$ cat src/rtl/eeseq_pkg.sv
package eeseq_pkg;
  localparam logic [1:0] ENG_START = 2'd0;
  localparam logic [1:0] ENG_STOP  = 2'd1;
  localparam logic [1:0] ENG_WRITE = 2'd2;
  localparam logic [1:0] ENG_READ  = 2'd3;

  localparam logic [1:0] REQ_RD = 2'd1;
  localparam logic [1:0] REQ_WR = 2'd2;

  typedef enum logic [3:0] {
    S_IDLE, S_START, S_CHIPW, S_ADDR, S_MID_STOP, S_START2, S_CHIPR,
    S_WFETCH, S_WBYTE, S_RBYTE, S_RPUSH, S_STOP, S_DONE
  } seq_st_e;
endpackage

$ cat src/rtl/eeseq_fold.sv
module eeseq_fold #(
  parameter int         ALEN_MAX = 4,
  parameter logic [6:0] OVF_MASK = 7'h03,
  localparam int        AW       = 8 * ALEN_MAX,
  localparam int        ALW      = $clog2(ALEN_MAX + 1)
) (
  input  logic [6:0]     chip_i,
  input  logic [AW-1:0]  addr_i,
  input  logic [ALW-1:0] alen_i,
  output logic [6:0]     chip_o
);
  logic [6:0] spill;
  // bits above the sent address bytes spill into the device address
  assign spill  = 7'(addr_i >> {alen_i, 3'b000});
  assign chip_o = chip_i | (spill & OVF_MASK);
endmodule

$ cat src/rtl/eeseq_cmd.sv
module eeseq_cmd
  import eeseq_pkg::*;
#(
  parameter int AW  = 32,
  parameter int ALW = 3
) (
  input  seq_st_e        st_i,
  input  logic [6:0]     chip_i,
  input  logic [AW-1:0]  addr_i,
  input  logic [ALW-1:0] idx_i,
  input  logic [7:0]     wbyte_i,
  input  logic           last_i,
  output logic [1:0]     op_o,
  output logic [7:0]     byte_o,
  output logic           nack_o
);
  logic [AW-1:0] addr_sh;
  assign addr_sh = addr_i >> {idx_i, 3'b000};

  always_comb begin
    op_o   = ENG_START;
    byte_o = 8'h00;
    nack_o = 1'b0;
    unique case (st_i)
      S_START, S_START2:  op_o = ENG_START;
      S_STOP, S_MID_STOP: op_o = ENG_STOP;
      S_CHIPW: begin op_o = ENG_WRITE; byte_o = {chip_i, 1'b0}; end
      S_CHIPR: begin op_o = ENG_WRITE; byte_o = {chip_i, 1'b1}; end
      S_ADDR:  begin op_o = ENG_WRITE; byte_o = addr_sh[7:0]; end
      S_WBYTE: begin op_o = ENG_WRITE; byte_o = wbyte_i; end
      S_RBYTE: begin op_o = ENG_READ;  nack_o = last_i; end
      default: ;
    endcase
  end
endmodule

$ cat src/rtl/eeseq_fsm.sv
module eeseq_fsm
  import eeseq_pkg::*;
#(
  parameter int ALEN_MAX   = 4,
  parameter int LEN_W      = 8,
  parameter bit RESTART_EN = 1'b0,
  localparam int AW        = 8 * ALEN_MAX,
  localparam int ALW       = $clog2(ALEN_MAX + 1)
) (
  input  logic             clk_i,
  input  logic             rst_ni,
  input  logic             req_valid_i,
  input  logic [1:0]       req_op_i,
  input  logic [6:0]       req_chip_i,
  input  logic [AW-1:0]    req_addr_i,
  input  logic [ALW-1:0]   req_alen_i,
  input  logic [LEN_W-1:0] req_len_i,
  output logic             req_ready_o,
  input  logic             wr_valid_i,
  input  logic [7:0]       wr_data_i,
  output logic             wr_ready_o,
  input  logic             rd_ready_i,
  output logic             rd_valid_o,
  output logic [7:0]       rd_data_o,
  input  logic             cmd_ready_i,
  output logic             cmd_valid_o,
  input  logic             rsp_valid_i,
  input  logic             rsp_nack_i,
  input  logic [7:0]       rsp_byte_i,
  output logic             done_o,
  output logic             err_o,
  output logic [LEN_W-1:0] nack_cnt_o,
  output seq_st_e          st_o,
  output logic [6:0]       chip_o,
  output logic [AW-1:0]    addr_o,
  output logic [ALW-1:0]   idx_o,
  output logic [7:0]       wbyte_o,
  output logic             last_o
);
  seq_st_e          st_q;
  logic             busy_q, err_q;
  logic [1:0]       op_q;
  logic [6:0]       chip_q;
  logic [AW-1:0]    addr_q;
  logic [ALW-1:0]   alen_q, idx_q;
  logic [LEN_W-1:0] len_q, ncnt_q;
  logic [7:0]       wbyte_q, rbyte_q;

  logic is_rd, is_wr, is_cmd_st;
  assign is_rd = (op_q == REQ_RD);
  assign is_wr = (op_q == REQ_WR);
  assign is_cmd_st = !(st_q inside {S_IDLE, S_WFETCH, S_RPUSH, S_DONE});

  function automatic seq_st_e data_entry(logic wr, logic [LEN_W-1:0] n);
    if (n == '0) return S_STOP;
    return wr ? S_WFETCH : S_RBYTE;
  endfunction

  always_ff @(posedge clk_i or negedge rst_ni) begin
    if (!rst_ni) begin
      st_q    <= S_IDLE;
      busy_q  <= 1'b0;
      err_q   <= 1'b0;
      op_q    <= '0;
      chip_q  <= '0;
      addr_q  <= '0;
      alen_q  <= '0;
      idx_q   <= '0;
      len_q   <= '0;
      ncnt_q  <= '0;
      wbyte_q <= '0;
      rbyte_q <= '0;
    end else begin
      unique case (st_q)
        S_IDLE: if (req_valid_i) begin
          op_q   <= req_op_i;
          chip_q <= req_chip_i;
          addr_q <= req_addr_i;
          alen_q <= req_alen_i;
          len_q  <= req_len_i;
          err_q  <= 1'b0;
          ncnt_q <= '0;
          st_q   <= S_START;
        end
        S_WFETCH: if (wr_valid_i) begin
          wbyte_q <= wr_data_i;
          st_q    <= S_WBYTE;
        end
        S_RPUSH: if (rd_ready_i) begin
          len_q <= len_q - 1'b1;
          st_q  <= (len_q == LEN_W'(1)) ? S_STOP : S_RBYTE;
        end
        S_DONE: st_q <= S_IDLE;
        default: begin
          if (!busy_q) begin
            if (cmd_ready_i) busy_q <= 1'b1;
          end else if (rsp_valid_i) begin
            busy_q <= 1'b0;
            case (st_q)
              S_START: st_q <= (is_rd && alen_q == '0) ? S_CHIPR : S_CHIPW;
              S_CHIPW: begin
                if (rsp_nack_i) begin
                  err_q <= 1'b1;
                  st_q  <= S_STOP;
                end else if (!is_rd && !is_wr) begin
                  st_q <= S_STOP;
                end else if (alen_q != '0) begin
                  idx_q <= alen_q - 1'b1;
                  st_q  <= S_ADDR;
                end else begin
                  st_q <= data_entry(1'b1, len_q);
                end
              end
              S_ADDR: begin
                if (rsp_nack_i) begin
                  err_q <= 1'b1;
                  st_q  <= S_STOP;
                end else if (idx_q != '0) begin
                  idx_q <= idx_q - 1'b1;
                end else if (is_rd) begin
                  st_q <= RESTART_EN ? S_START2 : S_MID_STOP;
                end else begin
                  st_q <= data_entry(1'b1, len_q);
                end
              end
              S_MID_STOP: st_q <= S_START2;
              S_START2:   st_q <= S_CHIPR;
              S_CHIPR: begin
                if (rsp_nack_i) begin
                  err_q <= 1'b1;
                  st_q  <= S_STOP;
                end else begin
                  st_q <= data_entry(1'b0, len_q);
                end
              end
              S_WBYTE: begin
                if (rsp_nack_i) ncnt_q <= ncnt_q + 1'b1;
                len_q <= len_q - 1'b1;
                st_q  <= (len_q == LEN_W'(1)) ? S_STOP : S_WFETCH;
              end
              S_RBYTE: begin
                rbyte_q <= rsp_byte_i;
                st_q    <= S_RPUSH;
              end
              S_STOP: st_q <= S_DONE;
              default: st_q <= S_IDLE;
            endcase
          end
        end
      endcase
    end
  end

  assign req_ready_o = (st_q == S_IDLE);
  assign wr_ready_o  = (st_q == S_WFETCH);
  assign rd_valid_o  = (st_q == S_RPUSH);
  assign rd_data_o   = rbyte_q;
  assign done_o      = (st_q == S_DONE);
  assign cmd_valid_o = is_cmd_st && !busy_q;
  assign err_o       = err_q;
  assign nack_cnt_o  = ncnt_q;
  assign st_o        = st_q;
  assign chip_o      = chip_q;
  assign addr_o      = addr_q;
  assign idx_o       = idx_q;
  assign wbyte_o     = wbyte_q;
  assign last_o      = (len_q == LEN_W'(1));
endmodule

$ cat src/rtl/eeseq_top.sv
module eeseq_top
  import eeseq_pkg::*;
#(
  parameter int         ALEN_MAX   = 4,
  parameter int         LEN_W      = 8,
  parameter logic [6:0] OVF_MASK   = 7'h03,
  parameter bit         RESTART_EN = 1'b0,
  localparam int        AW         = 8 * ALEN_MAX,
  localparam int        ALW        = $clog2(ALEN_MAX + 1)
) (
  input  logic             clk_i,
  input  logic             rst_ni,
  input  logic             req_valid_i,
  output logic             req_ready_o,
  input  logic [1:0]       req_op_i,
  input  logic [6:0]       req_chip_i,
  input  logic [AW-1:0]    req_addr_i,
  input  logic [ALW-1:0]   req_alen_i,
  input  logic [LEN_W-1:0] req_len_i,
  input  logic             wr_valid_i,
  output logic             wr_ready_o,
  input  logic [7:0]       wr_data_i,
  output logic             rd_valid_o,
  input  logic             rd_ready_i,
  output logic [7:0]       rd_data_o,
  output logic             eng_cmd_valid_o,
  input  logic             eng_cmd_ready_i,
  output logic [1:0]       eng_cmd_op_o,
  output logic [7:0]       eng_cmd_byte_o,
  output logic             eng_cmd_nack_o,
  input  logic             eng_rsp_valid_i,
  input  logic             eng_rsp_nack_i,
  input  logic [7:0]       eng_rsp_byte_i,
  output logic             done_o,
  output logic             err_o,
  output logic [LEN_W-1:0] nack_cnt_o
);
  logic [6:0]     chip_fold, chip_q;
  logic [AW-1:0]  addr_q;
  logic [ALW-1:0] idx_q;
  logic [7:0]     wbyte_q;
  logic           last_q;
  seq_st_e        st;

  eeseq_fold #(.ALEN_MAX(ALEN_MAX), .OVF_MASK(OVF_MASK)) u_fold (
    .chip_i(req_chip_i), .addr_i(req_addr_i), .alen_i(req_alen_i), .chip_o(chip_fold)
  );

  eeseq_fsm #(.ALEN_MAX(ALEN_MAX), .LEN_W(LEN_W), .RESTART_EN(RESTART_EN)) u_fsm (
    .clk_i, .rst_ni,
    .req_valid_i, .req_op_i, .req_chip_i(chip_fold), .req_addr_i, .req_alen_i, .req_len_i,
    .req_ready_o,
    .wr_valid_i, .wr_data_i, .wr_ready_o,
    .rd_ready_i, .rd_valid_o, .rd_data_o,
    .cmd_ready_i(eng_cmd_ready_i), .cmd_valid_o(eng_cmd_valid_o),
    .rsp_valid_i(eng_rsp_valid_i), .rsp_nack_i(eng_rsp_nack_i), .rsp_byte_i(eng_rsp_byte_i),
    .done_o, .err_o, .nack_cnt_o,
    .st_o(st), .chip_o(chip_q), .addr_o(addr_q), .idx_o(idx_q), .wbyte_o(wbyte_q),
    .last_o(last_q)
  );

  eeseq_cmd #(.AW(AW), .ALW(ALW)) u_cmd (
    .st_i(st), .chip_i(chip_q), .addr_i(addr_q), .idx_i(idx_q), .wbyte_i(wbyte_q),
    .last_i(last_q), .op_o(eng_cmd_op_o), .byte_o(eng_cmd_byte_o), .nack_o(eng_cmd_nack_o)
  );
endmodule

$ cat config.mk
export PLATFORM = sky130hd
export DESIGN_NAME = eeseq_top
export DESIGN_NICKNAME = d
export VERILOG_FILES = /design/src/rtl/eeseq_pkg.sv /design/src/rtl/eeseq_fold.sv /design/src/rtl/eeseq_cmd.sv /design/src/rtl/eeseq_fsm.sv /design/src/rtl/eeseq_top.sv
export SDC_FILE = /design/constraint.sdc
export NUM_CORES = 1
export LEC_CHECK = 0
export ABC_AREA = 1
export CORE_ASPECT_RATIO = 1.75
export CORE_MARGIN = 5
export CORE_UTILIZATION = 52
export DETAILED_ROUTE_END_ITERATION = 8
export PLACE_DENSITY = 0.92
export SYNTH_ARGS = -nofsm -noshare
export SYNTH_HDL_FRONTEND = slang
export SYNTH_HIERARCHICAL = 1
export SYNTH_SLANG_ARGS = --single-unit
$ cat constraint.sdc
create_clock -name clk_i -period 2.2 [get_ports clk_i]
set_clock_uncertainty 0.15 [all_clocks]
set_input_delay 0.55 -clock clk_i [delete_from_list [all_inputs] [get_ports clk_i]]
set_output_delay 0.55 -clock clk_i [all_outputs]
set_load 0.02 [all_outputs]
==> impl_metrics.py, run 1 <==
metrics = {
    "status": {
        "status": "complete, but fails checks",
        "violations": "negative setup slack",
    },
    "timing": {
        "max_slew.worst_pin.slew_ns": 0.4731,
        "rsz0062_at_grt": "yes",
        "fin_hold_ws_ns": 0.009115,
        "worst_slack_ns": -0.1605,
        "finalCritPeriodShare_pct": 107.3,
        "min_period_ns": 2.360,
        "setup_tns_ns": -1.857,
        "slew_violations": 0,
        "fmax_mhz": 423.6,
        "finalSetupViolations": 20,
        "relSlewSlack_pct": 68.46,
        "hold_viol": 0,
    },
    "die": {
        "core_um2": 9468,
        "io_pins": 109,
        "die_w_um": 84.52,
        "die_area_um2": 11870,
        "die_h_um": 140.4,
        "num_rows": 47,
        "start_util_pct": 53.38,
    },
    "cells_and_area": {
        "drive_gt1_share_pct": 24.37,
        "area_delta_synth_final_pct": 42.66,
        "n_antenna_cell": 0,
        "multi_input_area_um2": 2597,
        "seq_area_um2": 2133,
        "design_area_um2": 7209,
        "nets": 951,
        "num-fill-cells": 574,
        "fin_cells": 996,
    },
    "synthesis": {
        "synth_compound_area_share_pct": 4.110,
        "synth_top_family_by_area": "simple AND/OR/NAND/NOR gates",
        "ys_ff_latch": 85,
        "synth_fa_ha_area_share_pct": 1.486,
        "synthFlopType": "dfrtp_1",
        "synth-async-reset-ratio_pct": 100.0,
        "synth-edff-count": 0,
        "syn_nets": 789,
        "synth.distinct_cells": 34,
        "syn_inst": 707,
        "ys.warnings.count": 6,
        "synthXorXnorAreaFrac_pct": 0.8666,
        "synth-simple-area-share_pct": 37.58,
        "synth_area_um2": 5054,
        "muxShareOfSynthArea_pct": 3.565,
        "synth-seq-area-share_pct": 42.09,
        "syn_area_per_cell_um2": 7.148,
    },
    "setup_path": {
        "r2r_cells": 15,
        "path_max_fanout": 8,
        "crit_chain": "nor2_4, nand3_4, nor2_8, nand2_1, nand2_2, buf_6",
        "critical_path_class": "flip-flop to output pin",
        "max_stage_delay_ns": 0.50,
        "reg2reg_slack_ns": -0.15,
        "critPathSlowestCell": "dfrtp_2",
        "worstSetupStartpointType": "flip-flop",
        "crit_cells": 6,
        "worstReg2RegEnd": "u_fsm/st_o[3]",
        "cp-end-kind": "output pin",
        "path_delay_family": "simple AND/OR/NAND/NOR gates",
        "worst_ep_arrival_time_ns": 1.66,
        "crit_buf_inv": 1,
        "reg2reg_from": "u_fsm/st_o[2]",
        "critPathRequiredTime_ns": 1.50,
    },
    "global_routing": {
        "grt_pass1_vias": 5287,
        "grt_antenna_before_repair": 0,
        "grt_pass1_wl_um": 24090,
        "grt_usage_pct": 25.25,
        "gr-total-overflow": 0,
        "grt_max_degree": 49,
    },
    "cts": {
        "path_clk_slew_ns": 0.06,
        "cts_tree": "done",
        "clockBufferDepth": 2,
        "clock-sinks": 85,
        "cts_max_level": 3,
        "clk_latency_ns": 0.35,
        "cts_made_buffers": 9,
        "root_buffer": "clkbuf_16",
    },
    "power": {
        "finalPower_w": 0.01020,
        "leakagePower_nw": 3.774,
        "power_density_nw_per_um2": 1415,
        "vdd_drop_max_mv": 0.9263,
    },
    "flow_run": {
        "max_cap_viol_count": 0,
    },
    "place": {
        "place_area_um2": 6506,
        "gp_congestion": 0.9305,
        "hpwl_um": 10340,
        "port_buffers": 108,
        "dp_cells": 958,
    },
    "worst_hold_path": {
        "hold_path_class": "primary input to asynchronous set/reset pin",
    },
    "drt": {
        "wirelength_um": 15870,
        "drc_errors": 0,
        "vias": 5451,
        "via_per_inst": 5.473,
        "drtPass1Iterations": 6,
        "ant_nets": 0,
        "drt-initial-drc-count": 464,
        "avgRoutedWirePerCell_um": 15.94,
    },
}
cell usage after synthesis, types with 3 or more instances:
cell,n,area [µm²]
nor2_2,3,18.77
o21ai_0,18,90.09
nand4_1,16,100.1
o31ai_1,3,22.52
mux2_2,16,180.2
a21oi_1,12,60.06
inv_2,14,52.55
nor2_1,33,123.9
buf_4,9,67.56
nand3_1,46,230.2
ha_1,6,75.07
xor2_1,5,43.79
nand2_2,15,93.84
nor2_4,4,45.04
clkbuf_1,6,22.52
inv_1,76,285.3
nor3_1,3,15.01
nand2_1,306,1149
dfrtp_1,85,2127
nand3_2,6,60.06
buf_2,5,25.02
power breakdown:
group	internal [W]	switching, W
sequential	0.00226	0.000505
combinational	0.00241	0.00347
clock	0.000918	0.000639
timing repair:
item | CTS | global route
resized for setup | 101 | 68
cloned | 1 | 0
buffers inserted | 14 | 7
endpoints found under the setup margin | 16 | 36
hold buffers | 0 | 0
pin swaps | 5 | 22
endpoints found under the hold margin | 0 | 0
metrics by stage:
step | utilization, % | setup slack [ns]
6_report | 76.15 | -0.1605
5_1_grt | 76.15 | -0.2324
4_1_cts | 73.33 | -0.05908
3_5_place_dp | 68.72 | -0.2729
3_3_place_gp | 68.72 | -0.2420
2_1_floorplan | - | 0.1977
metal layers:
metal	wire [µm]	global-route usage, %
met4	1259	15.26
met2	8420	47.75
met1	5113	25.08
met3	1080	3.995
met5	0	0
cell usage in the layout (no fill, tap or decap), types with 5 or more instances in the layout:
cell             count
buf_4               60
nand2_1            284
o21ai_0             16
nor2_4              14
dfrtp_2              5
clkdlybuf4s50_1     91
mux2_2              16
nand4_1             16
nand3_1             41
inv_2               15
nand2_2             37
nand3_2              8
buf_6               18
clkbuf_16            9
dfrtp_1             80
inv_1               72
xor2_1               5
a21oi_1             11
ha_1                 6
nor2_1              25
worst max-delay path by stage:
stage	end	start	slack (ns)
2_1_floorplan	eng_cmd_valid_o	u_fsm/st_o[0]	0.20
3_3_place_gp	eng_cmd_byte_o[0]	u_fsm/st_o[2]	-0.24
4_1_cts	eng_cmd_byte_o[0]	u_fsm/st_o[2]	-0.06
3_5_place_dp	eng_cmd_valid_o	u_fsm/st_o[0]	-0.27
6_report	eng_cmd_byte_o[1]	u_fsm/st_o[2]	-0.16
5_1_grt	u_fsm/st_o[3]	u_fsm/st_o[2]	-0.23
logic make-up after synthesis:
group | count (synthesis)
compound gates | 39
xor+xnor | 5
fa+ha+maj | 6
buf+inv | 118
flops | 85
mux | 16
simple gates | 438
sequential cells by signal (all words and copies together), names as in the netlist, 4 cells and up:
| signal | cells |
|---|---|
| u_fsm/wbyte_o | 8 |
| u_fsm/addr_o | 32 |
| u_fsm/nack_cnt_o | 8 |
| u_fsm/len_q | 8 |
| u_fsm/chip_o | 7 |
| u_fsm/st_o | 4 |
| u_fsm/rd_data_o | 8 |
cell type report:
| type | count | share of cell area (%) |
|---|---|---|
| clock buffers | 10 | 3.315 |
| clock inverters | 6 | 0.9545 |
| inverters | 94 | 5.120 |
| multi-input cells | 505 | 36.03 |
| flip-flops and latches | 85 | 29.59 |
| well taps | 122 | 2.117 |
| repair buffers | 174 | 22.87 |
(Power assumes the default switching activity.)
==> run 2: changes to the inputs <==
--- a/config.mk
+++ b/config.mk
@@ -11,6 +11,7 @@
 export CORE_UTILIZATION = 52
 export DETAILED_ROUTE_END_ITERATION = 8
 export PLACE_DENSITY = 0.92
+export RECOVER_POWER = 100
 export SYNTH_ARGS = -nofsm -noshare
 export SYNTH_HDL_FRONTEND = slang
 export SYNTH_HIERARCHICAL = 1
==> run 2 against run 1 <==
  * The flow still finishes with violations (negative setup slack)
  * Core utilization fell by 0.21 points
  * Routed wire length is 0.14% lower
  * Sequential share of layout area increased by 0.082 points
  * Combinational power barely moved
  * Clock-buffer cell count stayed put
  * Power down 0.15%
  * Non-clock buffer count is the same
  * Via count down 0.24%
  * Register-to-register slack about the same
  * Cell area fell by 0.28%
  * Critical path type unchanged
  * Highest routed layer unchanged
==> impl_metrics.py, run 2 (synthesis results as in run 1) <==
metrics = {
    "drt": {
        "drc_errors": 0,
        "via_per_inst": 5.460,
        "avgRoutedWirePerCell_um": 15.91,
        "drtPass1Iterations": 6,
        "drt-initial-drc-count": 438,
        "vias": 5438,
        "ant_nets": 0,
        "wirelength_um": 15850,
    },
    "die": {
        "die_w_um": 84.52,
        "start_util_pct": 53.38,
        "die_h_um": 140.4,
        "core_um2": 9468,
        "io_pins": 109,
        "num_rows": 47,
        "die_area_um2": 11870,
    },
    "timing": {
        "worst_slack_ns": -0.1767,
        "setup_tns_ns": -1.971,
        "fmax_mhz": 420.7,
        "rsz0062_at_grt": "yes",
        "hold_viol": 0,
        "max_slew.worst_pin.slew_ns": 0.8750,
        "min_period_ns": 2.377,
        "finalCritPeriodShare_pct": 108.0,
        "slew_violations": 0,
        "finalSetupViolations": 19,
        "relSlewSlack_pct": 41.67,
    },
    "global_routing": {
        "grt_usage_pct": 25.25,
        "grt_pass1_vias": 5287,
        "grt_max_degree": 49,
        "grt_antenna_before_repair": 0,
        "gr-total-overflow": 0,
        "grt_pass1_wl_um": 24090,
    },
    "setup_path": {
        "worst_ep_arrival_time_ns": 1.68,
        "path_max_fanout": 8,
        "max_stage_delay_ns": 0.50,
        "reg2reg_slack_ns": -0.14,
        "r2r_cells": 16,
        "crit_cells": 6,
        "crit_chain": "nor2_4, nand3_4, nor2_8, nand2_1, nand2_2, buf_6",
        "crit_buf_inv": 1,
        "path_delay_family": "simple AND/OR/NAND/NOR gates",
        "critical_path_class": "flip-flop to output pin",
        "critPathSlowestCell": "dfrtp_2",
        "critPathRequiredTime_ns": 1.50,
        "cp-end-kind": "output pin",
        "worstSetupStartpointType": "flip-flop",
    },
    "cts": {
        "clk_latency_ns": 0.35,
        "root_buffer": "clkbuf_16",
        "cts_made_buffers": 9,
        "clockBufferDepth": 2,
        "clock-sinks": 85,
        "path_clk_slew_ns": 0.06,
        "cts_max_level": 3,
        "hold_buffers": 0,
        "cts_tree": "done",
    },
    "cells_and_area": {
        "fin_cells": 996,
        "nets": 951,
        "finish.utilization_pct": 75.94,
        "num-fill-cells": 578,
        "largest_register_ffs": 32,
        "n_antenna_cell": 0,
        "final_common_cell": "nand2_1",
        "area_delta_synth_final_pct": 42.26,
        "final_cell_mix": "nand2_1 (284), clkdlybuf4s50_1 (91), dfrtp_1 (80)",
        "drive_gt1_share_pct": 24.37,
    },
    "place": {
        "gp_congestion": 0.9305,
        "port_buffers": 108,
        "hpwl_um": 10340,
        "place_ws_ns": -0.2729,
        "dp_cells": 958,
    },
    "power": {
        "finalPower_w": 0.01018,
        "clockPowerShare_pct": 15.3,
        "power_density_nw_per_um2": 1417,
        "vdd_drop_max_mv": 0.9271,
        "seqPwrFrac_pct": 27.1,
        "combPwrFrac_pct": 57.6,
        "switching_power_w": 0.004606,
        "leakagePower_nw": 3.768,
        "netSwitchingFraction_pct": 45.23,
        "intPower_w": 0.005578,
    },
    "flow_run": {
        "max_cap_viol_count": 0,
    },
    "status": {
        "violations": "negative setup slack",
        "status": "complete, but fails checks",
    },
    "worst_hold_path": {
        "hold_path_class": "primary input to asynchronous set/reset pin",
    },
}
==> run 2: changes by cell type in the layout (fill, tap and decap cells not counted), sizes merged <==
cell    change
clkbuf      +3
buf         -3
==> run 2: final timing paths <==
path	end	startpoint
min reg2reg	u_fsm/addr_o[25]	u_fsm/addr_o[25]
max reg2reg	u_fsm/st_o[3]	u_fsm/st_o[2]
max in group asynchronous	u_fsm/st_o[2]	rst_ni
min	u_fsm/rd_data_o[1]	rst_ni
min in group clk_i	u_fsm/addr_o[25]	u_fsm/addr_o[25]
max	eng_cmd_byte_o[1]	u_fsm/st_o[2]
==> run 2: cell type report <==
cell class / instances / area [µm²] / area share, %
clock inverters: 6 / 68.82 / 0.9572
multi-input cells: 505 / 2597 / 36.13
clock buffers: 10 / 239.0 / 3.324
repair buffers: 174 / 1629 / 22.66
well taps: 122 / 152.6 / 2.123
flip-flops and latches: 85 / 2133 / 29.67
inverters: 94 / 369.1 / 5.134
==> run 2: layer usage <==
layer / up-vias / wire length, µm / GRT usage, %
met5: - / 0 / 0
met4: 0 / 1317 / 15.26
met3: 117 / 1046 / 3.995
met2: 313 / 8388 / 47.75
met1: 2498 / 5099 / 25.08
li1: 2510 / - / -
==> run 2: stage by stage <==
step / hold slack [ns] / cell area [µm²]
after floorplan: 0.1044 / 5054
after CTS: 0.02615 / 6943
after global routing: 0.2352 / 7189
final: 0.1651 / 7189
after detailed placement: 0.3083 / 6506
after global placement: 0.3034 / 6506
==> run 2: power by group through the flow <==
stage          combinational, W  sequential [W]  clock [W]
4_1_cts                 0.00517         0.00271    0.00158
5_1_grt                 0.00638         0.00283    0.00164
3_5_place_dp            0.00479         0.00277          0
2_1_floorplan           0.00299         0.00279          0
6_report                0.00587         0.00276    0.00156
3_3_place_gp            0.00465         0.00273          0
==> run 2: what timing repair did <==
| action | 4_1_cts | 5_1_grt |
|---|---|---|
| cloned | 1 | 0 |
| pin swaps | 5 | 22 |
| buffers inserted | 14 | 7 |
| setup endpoints to repair | 16 | 36 |
| resized for setup | 101 | 68 |
==> run 3: changes to the inputs <==
--- a/config.mk
+++ b/config.mk
@@ -10,8 +10,10 @@
 export CORE_MARGIN = 5
 export CORE_UTILIZATION = 52
 export DETAILED_ROUTE_END_ITERATION = 8
+export MAX_ROUTING_LAYER = met4
 export PLACE_DENSITY = 0.92
 export RECOVER_POWER = 100
+export SKIP_CTS_REPAIR_TIMING = 1
 export SYNTH_ARGS = -nofsm -noshare
 export SYNTH_HDL_FRONTEND = slang
 export SYNTH_HIERARCHICAL = 1
==> run 3 against run 2 <==
  * The run still ends with negative setup slack left
  * Routed wire length is 8.4% lower
  * Core utilization is 1.8 points lower
  * Global-route usage is 0.98 points lower
  * Cell area is 2.3% lower
  * Cell count is 1.0% lower
  * Combinational power is 8.2% lower
  * Critical path depth is 1 higher
  * Clock power hardly changed
  * First-iteration DRC count is 25% lower
  * Sequential share of layout area is 0.70 points higher
  * Worst hold slack better by 0.0048 ns
  * Sequential power hardly changed
  * Critical path type unchanged
  * Largest cell class unchanged
==> impl_metrics.py, run 3 (synthesis results as in run 1) <==
metrics = {
    "status": {
        "status": "complete, but fails checks",
        "violations": "negative setup slack",
    },
    "drt": {
        "avgRoutedWirePerCell_um": 14.73,
        "ant_nets": 0,
        "vias": 5227,
        "via_per_inst": 5.301,
        "drtPass1Iterations": 5,
        "drc_errors": 0,
        "wirelength_um": 14520,
        "drt-initial-drc-count": 330,
    },
    "global_routing": {
        "use_met3_pct": 3.290,
        "gr-usage-met1_pct": 23.67,
        "top_usage_layer": "met2",
        "gr-total-overflow": 0,
        "grt_pass1_vias": 5070,
        "grt_max_degree": 49,
        "grt_usage_pct": 24.28,
        "gr-usage-met2_pct": 45.35,
        "grt_antenna_before_repair": 0,
        "grt_pass1_wl_um": 22600,
    },
    "cts": {
        "path_clk_slew_ns": 0.06,
        "clock-sinks": 85,
        "cts_tree": "done",
        "cts_max_level": 3,
        "root_buffer": "clkbuf_16",
        "cts_made_buffers": 9,
        "clk_latency_ns": 0.34,
        "clockBufferDepth": 2,
    },
    "cells_and_area": {
        "largest_register_ffs": 32,
        "area_delta_synth_final_pct": 38.92,
        "num-fill-cells": 624,
        "nets": 941,
        "n_antenna_cell": 0,
        "drive_gt1_share_pct": 21.64,
        "final_cell_mix": "nand2_1 (292), clkdlybuf4s50_1 (91), dfrtp_1 (81)",
        "multi_input_area_um2": 2521,
        "design_area_um2": 7020,
        "final_common_cell": "nand2_1",
        "seq_area_um2": 2132,
    },
    "place": {
        "hpwl_um": 10340,
        "gp_congestion": 0.9470,
        "place_area_um2": 6506,
        "port_buffers": 108,
    },
    "setup_path": {
        "r2r_cells": 6,
        "crit_end": "eng_cmd_byte_o[7]",
        "cp-end-kind": "output pin",
        "reg2reg_slack_ns": 0.08,
        "worstSetupStartpointType": "flip-flop",
        "worst_ep_arrival_time_ns": 1.62,
        "cp-startpoint": "u_fsm/st_o[0]",
        "critPathRequiredTime_ns": 1.50,
        "path_max_fanout": 6,
        "reg2reg_from": "u_fsm/st_o[3]",
        "worstReg2RegEnd": "u_fsm/rd_data_o[2]",
        "critical_path_class": "flip-flop to output pin",
    },
    "timing": {
        "fmax_mhz": 430.5,
        "finalCritPeriodShare_pct": 105.6,
        "hold_viol": 0,
        "max_slew.worst_pin.slew_ns": 0.8876,
        "worst_slack_ns": -0.1229,
        "rsz0062_at_grt": "yes",
        "relSlewSlack_pct": 40.83,
        "slew_violations": 0,
        "min_period_ns": 2.323,
        "finalSetupViolations": 13,
        "setup_tns_ns": -1.007,
    },
    "die": {
        "start_util_pct": 53.38,
        "die_h_um": 140.4,
        "die_w_um": 84.52,
        "io_pins": 109,
        "die_area_um2": 11870,
        "core_um2": 9468,
        "num_rows": 47,
    },
    "worst_hold_path": {
        "hold_path_class": "primary input to asynchronous set/reset pin",
    },
    "power": {
        "leakagePower_nw": 3.702,
        "vdd_drop_max_mv": 0.9146,
        "power_density_nw_per_um2": 1382,
    },
    "flow_run": {
        "max_cap_viol_count": 0,
    },
}
-- run 3: cell count changes in the layout (fill, tap and decap cells not counted), sizes merged --
cell / previous run / this run
buf: 80 / 69
clkbuf: 13 / 14
-- run 3: metrics by stage --
step / power (W) / std cells / hold WS [ns] / setup WS (ns) / util (%)
after floorplan: 0.005779 / 707 / 0.1044 / 0.1977 / -
after global placement: 0.007380 / 958 / 0.3034 / -0.2420 / 68.72
after detailed placement: 0.007556 / 958 / 0.3083 / -0.2729 / 68.72
after CTS: 0.009178 / 974 / 0.02615 / -0.6547 / 71.97
after global routing: 0.01040 / 986 / 0.2397 / -0.2142 / 74.15
final: 0.009706 / 986 / 0.1698 / -0.1229 / 74.15
-- run 3: area by class of cell --
type	count	share of cell area, %
Inverter	94	5.186
Clock inverter	6	0.9802
Sequential cell	85	30.37
Multi-Input combinational cell	505	35.91
Clock buffer	10	3.404
Tap cell	122	2.174
Timing Repair Buffer	164	21.97
-- run 3: routing by layer --
layer,wire (µm),vias up,share of wire [%]
met5,0,-,0
met4,790,0,5.4
met3,776,73,5.3
met2,8093,241,56
met1,4865,2422,33
li1,-,2491,-
-- run 3: how the worst min path moves through the flow --
stage                               endpoint  depth (start not counted)             start
after floorplan              u_fsm/addr_o[0]                          0            rst_ni
after global placement       u_fsm/addr_o[7]                          2   u_fsm/addr_o[7]
after detailed placement    u_fsm/addr_o[13]                          2  u_fsm/addr_o[13]
after CTS                 u_fsm/rd_data_o[1]                          1            rst_ni
after global routing      u_fsm/rd_data_o[1]                          1            rst_ni
final                     u_fsm/rd_data_o[1]                          1            rst_ni
-- run 3: worst max-delay path, stage by stage (launching register included) --
cell and delay, ns:
dfrtp_2 0.48, buf_4 0.17, nor2_4 0.18, nand3_1 0.12
nand2_1 0.10, inv_2 0.04, nand2_2 0.07, buf_6 0.11
-- run 3: report_power, final --
group	internal [W]	switching [W]	total (W)	leakage (nW)
combinational	0.00222	0.00317	0.00539	2.48
sequential	0.00226	0.000507	0.00276	1.07
clock	0.000918	0.000633	0.00155	0.149
